--- src/rtl/seq_run_pkg.sv ---
package seq_run_pkg;
  typedef enum logic [1:0] {
    ST_RESET = 2'd0,
    ST_STOP  = 2'd1,
    ST_RUN   = 2'd2,
    ST_WAIT  = 2'd3
  } run_state_e;

  localparam int unsigned STAT_W    = 4;
  localparam int unsigned STAT_STOP = 0;
  localparam int unsigned STAT_RST  = 1;
  localparam int unsigned STAT_RUN  = 2;
  localparam int unsigned STAT_WAIT = 3;
endpackage

--- src/rtl/rc_fall_detect.sv ---
module rc_fall_detect #(
  parameter int unsigned STAGES = 2
) (
  input  logic clk_i,
  input  logic rst_ni,
  input  logic pin_ni,
  output logic fall_o
);
  localparam int unsigned LAST = STAGES - 1;

  logic [STAGES-1:0] chain_q;
  logic              prev_q;

  generate
    for (genvar g = 0; g < STAGES; g++) begin : g_stage
      if (g == 0) begin : g_first
        always_ff @(posedge clk_i or negedge rst_ni) begin
          if (!rst_ni) chain_q[0] <= 1'b1;
          else         chain_q[0] <= pin_ni;
        end
      end else begin : g_next
        always_ff @(posedge clk_i or negedge rst_ni) begin
          if (!rst_ni) chain_q[g] <= 1'b1;
          else         chain_q[g] <= chain_q[g-1];
        end
      end
    end
  endgenerate

  always_ff @(posedge clk_i or negedge rst_ni) begin
    if (!rst_ni) prev_q <= 1'b1;
    else         prev_q <= chain_q[LAST];
  end

  assign fall_o = prev_q & ~chain_q[LAST];

  // one low period yields one event
  p_single_fire_r2: assert property (@(posedge clk_i) disable iff (!rst_ni)
    fall_o |=> !fall_o);
endmodule

--- src/rtl/rc_run_fsm.sv ---
module rc_run_fsm
  import seq_run_pkg::*;
(
  input  logic       clk_i,
  input  logic       rst_ni,
  input  logic       sw_start_i,
  input  logic       sw_stop_i,
  input  logic       trig_fall_i,
  input  logic       hrst_fall_i,
  input  logic       prog_done_i,
  input  logic       seq_wait_i,
  input  logic       seq_stop_i,
  output run_state_e state_o,
  output logic       restart_o,
  output logic       resume_o
);
  run_state_e state_q, state_d;
  logic       restart_d, resume_d;
  logic       go_req, active;

  assign go_req = sw_start_i | trig_fall_i;
  assign active = (state_q == ST_RUN) || (state_q == ST_WAIT);

  always_comb begin
    state_d   = state_q;
    restart_d = 1'b0;
    resume_d  = 1'b0;
    if (hrst_fall_i) begin
      state_d = ST_RESET;
    end else if (sw_stop_i && active) begin
      state_d = ST_STOP;
    end else begin
      unique case (state_q)
        ST_RESET, ST_STOP: begin
          if (go_req && prog_done_i) begin
            state_d   = ST_RUN;
            restart_d = 1'b1;
          end
        end
        ST_RUN: begin
          if (seq_stop_i)      state_d = ST_STOP;
          else if (seq_wait_i) state_d = ST_WAIT;
        end
        ST_WAIT: begin
          if (go_req) begin
            state_d  = ST_RUN;
            resume_d = 1'b1;
          end
        end
        default: state_d = ST_RESET;
      endcase
    end
  end

  always_ff @(posedge clk_i or negedge rst_ni) begin
    if (!rst_ni) begin
      state_q   <= ST_RESET;
      restart_q <= 1'b0;
      resume_q  <= 1'b0;
    end else begin
      state_q   <= state_d;
      restart_q <= restart_d;
      resume_q  <= resume_d;
    end
  end

  logic restart_q, resume_q;
  assign state_o   = state_q;
  assign restart_o = restart_q;
  assign resume_o  = resume_q;

  p_no_start_unprog_r4: assert property (@(posedge clk_i) disable iff (!rst_ni)
    (!active && !prog_done_i) |=> (state_q != ST_RUN));

  p_reset_wins_r9: assert property (@(posedge clk_i) disable iff (!rst_ni)
    hrst_fall_i |=> (state_q == ST_RESET));

  p_run_ignores_trig_r10: assert property (@(posedge clk_i) disable iff (!rst_ni)
    (state_q == ST_RUN && trig_fall_i && !hrst_fall_i && !sw_stop_i
     && !seq_stop_i && !seq_wait_i) |=> (state_q == ST_RUN));

  p_pulse_excl_r11: assert property (@(posedge clk_i) disable iff (!rst_ni)
    !(restart_q && resume_q));

  p_restart_short_r3: assert property (@(posedge clk_i) disable iff (!rst_ni)
    restart_q |=> !restart_q);

  p_resume_from_wait_r5: assert property (@(posedge clk_i) disable iff (!rst_ni)
    resume_q |-> ($past(state_q) == ST_WAIT && state_q == ST_RUN));
endmodule

--- src/rtl/seq_run_supervisor.sv ---
module seq_run_supervisor
  import seq_run_pkg::*;
#(
  parameter int unsigned SYNC_STAGES = 2
) (
  input  logic              clk_i,
  input  logic              rst_ni,
  input  logic              sw_start_i,
  input  logic              sw_stop_i,
  input  logic              hw_trig_ni,
  input  logic              hw_rst_ni,
  input  logic              prog_done_i,
  input  logic              seq_wait_i,
  input  logic              seq_stop_i,
  output logic              run_o,
  output logic              restart_o,
  output logic              resume_o,
  output logic              analog_en_o,
  output logic [STAT_W-1:0] status_o
);
  logic       trig_fall, hrst_fall;
  run_state_e state;

  rc_fall_detect #(.STAGES(SYNC_STAGES)) i_trig_edge (
    .clk_i  (clk_i),
    .rst_ni (rst_ni),
    .pin_ni (hw_trig_ni),
    .fall_o (trig_fall)
  );

  rc_fall_detect #(.STAGES(SYNC_STAGES)) i_hrst_edge (
    .clk_i  (clk_i),
    .rst_ni (rst_ni),
    .pin_ni (hw_rst_ni),
    .fall_o (hrst_fall)
  );

  rc_run_fsm i_fsm (
    .clk_i       (clk_i),
    .rst_ni      (rst_ni),
    .sw_start_i  (sw_start_i),
    .sw_stop_i   (sw_stop_i),
    .trig_fall_i (trig_fall),
    .hrst_fall_i (hrst_fall),
    .prog_done_i (prog_done_i),
    .seq_wait_i  (seq_wait_i),
    .seq_stop_i  (seq_stop_i),
    .state_o     (state),
    .restart_o   (restart_o),
    .resume_o    (resume_o)
  );

  always_comb begin
    status_o            = '0;
    status_o[STAT_STOP] = (state == ST_STOP);
    status_o[STAT_RST]  = (state == ST_RESET);
    status_o[STAT_RUN]  = (state == ST_RUN);
    status_o[STAT_WAIT] = (state == ST_WAIT);
  end

  assign run_o       = status_o[STAT_RUN] | status_o[STAT_WAIT];
  assign analog_en_o = run_o;

  p_status_onehot_r1: assert property (@(posedge clk_i) disable iff (!rst_ni)
    $countones(status_o) == 1);

  p_stop_closes_gate_r8: assert property (@(posedge clk_i) disable iff (!rst_ni)
    (sw_stop_i && run_o && !hrst_fall) |=> (!analog_en_o && status_o[STAT_STOP]));

  p_stop_event_r6: assert property (@(posedge clk_i) disable iff (!rst_ni)
    (status_o[STAT_RUN] && seq_stop_i && !hrst_fall) |=> status_o[STAT_STOP]);

  p_hw_reset_r7: assert property (@(posedge clk_i) disable iff (!rst_ni)
    $rose(restart_o) |-> $past(!run_o));
endmodule

--- config.mk ---
export PLATFORM = sky130hd
export DESIGN_NAME = seq_run_supervisor
export DESIGN_NICKNAME = d
export VERILOG_FILES = /design/src/rtl/seq_run_pkg.sv /design/src/rtl/rc_fall_detect.sv /design/src/rtl/rc_run_fsm.sv /design/src/rtl/seq_run_supervisor.sv
export SDC_FILE = /design/constraint.sdc
export NUM_CORES = 1
export LEC_CHECK = 0
export BUFFER_PORTS_ARGS = -buffer_cell sky130_fd_sc_hd__buf_2
export CAP_MARGIN = 20
export CELL_PAD_IN_SITES_DETAIL_PLACEMENT = 0
export CELL_PAD_IN_SITES_GLOBAL_PLACEMENT = 1
export CORE_MARGIN = 2
export CORE_UTILIZATION = 28
export CTS_CLUSTER_SIZE = 10
export DETAILED_ROUTE_END_ITERATION = 6
export GPL_TIMING_DRIVEN = 0
export PLACE_DENSITY_LB_ADDON = 0.1
export SLEW_MARGIN = 15
export SYNTH_ARGS = -nofsm -noshare
export SYNTH_HDL_FRONTEND = slang
export SYNTH_SLANG_ARGS = --single-unit
--- constraint.sdc ---
create_clock -name clk_i -period 1.2 [get_ports clk_i]
set_input_delay 0.12 -clock clk_i [delete_from_list [all_inputs] [get_ports clk_i]]
set_output_delay 0.12 -clock clk_i [all_outputs]
set_load 0.005 [all_outputs]
==> impl_metrics.json <==
{
  "clk_pin_slew_worst_paths_ns": 0.06,
  "p_leak_nw": 0.276,
  "hpwl_um": 537,
  "drc": 0,
  "cp-start-kind": "flip-flop",
  "cts_made_buffers": 3,
  "reg2reg_depth": 3,
  "clock-skew-final_ns": 0.00206,
  "core_um2": 1300,
  "ant_nets": 0,
  "max_freq_mhz": 909,
  "critPathMaxFanout": 8,
  "finalHoldViolations": 0,
  "groute.usage.overall_pct": 10.4,
  "grt_max_degree": 11,
  "ys_types": 18,
  "antenna_found_initial": 0,
  "start_util_pct": 29.9,
  "die-area_um2": 1700,
  "vias_per_cell": 4.21,
  "fin_crit_sh_pct": 91.7,
  "endpoint_kind": "output pin",
  "place.gp.congestion": 0.670,
  "first_pass_iters": 4,
  "h-tree-depth": 1,
  "power_per_cell_area_nw_per_um2": 1290,
  "critPathArrivalTime_ns": 0.98,
  "syn2layout_area_growth_pct": 40.2,
  "place_inst": 65,
  "routed_wl_um": 701,
  "wl_per_cell_um": 10.0,
  "max_slew_margin_pct": 84.9,
  "die_w_um": 41.3,
  "crit_required_ns": 1.08,
  "num_io_pins": 17,
  "io_buffer_count": 16,
  "mostFrequentLayoutCell": "buf_2",
  "min_path_cells": 3,
  "synth-seq-area-share_pct": 66.2,
  "worstMarginPinSlew_ns": 0.225,
  "setup_tns_ns": 0,
  "rsz0062_at_grt": "no",
  "synth_warnings": 0,
  "drv_slew": 0,
  "ir_drop_mv": 0.498,
  "synth.largest_area_cell": "dfstp_2",
  "cts_buffer_depth": 2,
  "num_antenna_cells": 0,
  "path_class": "reg -> out",
  "gr-total-overflow": 0,
  "synth_area_per_cell_um2": 11.4,
  "status": "finished, final reports clean",
  "rows": 13,
  "postCtsSetupRepairBufs": 0,
  "drt_iter0_drc": 5,
  "num_vias": 295,
  "clock-sinks": 10,
  "stdcell_count": 70,
  "setup_violations": 0,
  "grt_pass1_wl_mm": 1.10,
  "insertion_delay_ns": 0.25,
  "ys_ff_latch": 10,
  "fillers": 144,
  "ys_top_cells_by_area": "dfstp_2 (41%), dfrtp_1 (26%), nor2b_1 (6.4%)",
  "synthCells": 34,
  "grt_pass1_vias": 287,
  "maxCapViolCount": 0,
  "final_cell_mix": "buf_2 (15), dfstp_2 (6), nor2_1 (4)",
  "hp-class": "in -> reg",
  "dieHeight_um": 41.3,
  "synth_top_area_share_pct": 40.5,
  "synthesis.area_um2": 389,
  "fin_crit_ns": 1.10,
  "fin_nets": 66,
  "clock-root-buffer": "clkbuf_4",
  "synth_nets": 43,
  "cts_tree": "yes",
  "drive_above_1_share_pct": 50.9
}
layout make-up:
type                    count  area [um^2]  share of cell area, %
clock buffers               3         22.5                   4.13
multi-input cells          19          114                   20.9
inverters                   3         11.3                   2.06
well taps                  15         18.8                   3.44
repair buffers             19          116                   21.3
plain buffers               1         3.75                  0.688
flip-flops and latches     10          259                   47.5
timing repair:
| action | 4_1_cts | 5_1_grt |
|---|---|---|
| hold buffers | 3 | 0 |
| endpoints found under the hold margin | 12 | 0 |
| resized for setup | 0 | 4 |
| setup endpoints to repair | 0 | 2 |
worst max-delay path, stage by stage, from the launching register on:
cell,delay (ns)
dfrtp_1,0.44
and2_1,0.18
buf_2,0.12
registers in the layout, summed over array words and instances, names as in the netlist:
signal and flops:
i_hrst_edge.prev_q 1, i_fsm.resume_o 1, i_trig_edge.prev_q 1, i_trig_edge.chain_q 2, i_fsm.state_o 2, i_fsm.restart_o 1, i_hrst_edge.chain_q 2
cell usage after synthesis:
library cell	instances
a21oi_1	1
o21ai_0	1
o22ai_1	1
inv_1	3
and2b_1	1
a211oi_1	1
nor2_1	4
nor3_1	1
and2_1	1
buf_4	1
a21o_1	1
o21bai_1	1
o211ai_1	1
dfstp_2	6
nand2_1	1
dfrtp_1	4
clkbuf_1	1
nor2b_1	4
stage by stage:
stage | setup slack, ns | hold WS [ns] | area (um^2) | power (mW) | util [%]
3_5_place_dp | 0.0263 | -0.0138 | 488 | 0.497 | 37.5
6_report | 0.0995 | 0.174 | 546 | 0.705 | 41.9
2_1_floorplan | 0.112 | -0.176 | 389 | 0.440 | -
4_1_cts | 0.00895 | 0.173 | 541 | 0.722 | 41.5
3_3_place_gp | 0.0311 | -0.0199 | 488 | 0.493 | 37.5
5_1_grt | 0.0399 | 0.191 | 546 | 0.752 | 41.9
cells by family after synthesis:
logic type      count (synthesis)  share of synthesized area, %
flops                          10                          66.2
simple gates                   12                          16.1
buf+inv                         5                          5.79
compound gates                  7                          11.9
power by group:
group,switching (mW),internal [mW],total (mW)
logic,0.0479,0.0636,0.111
registers,0.0195,0.368,0.388
clock network,0.0913,0.114,0.206
metal layers:
metal / up-vias / wire length [um] / share of wire, % / global-route usage, %
met5: - / 0 / 0 / 0
met4: 0 / 0 / 0 / 7.26
met3: 0 / 62 / 8.8 / 1.63
met2: 12 / 329 / 47 / 17.6
met1: 131 / 310 / 44 / 11.8
li1: 152 / - / - / -
final timing paths:
check,from,to,slack (ns)
max,i_fsm.state_o[0],status_o[3],0.1
min,sw_start_i,i_fsm.resume_o,0.17
max reg2reg,i_hrst_edge.prev_q,i_fsm.state_o[0],0.13
min reg2reg,i_hrst_edge.chain_q[0],i_hrst_edge.chain_q[1],0.36
max in group asynchronous,rst_ni,i_trig_edge.chain_q[1],0.70
min in group asynchronous,rst_ni,i_fsm.restart_o,0.25
Note: power is estimated with default switching activity, not from simulation.
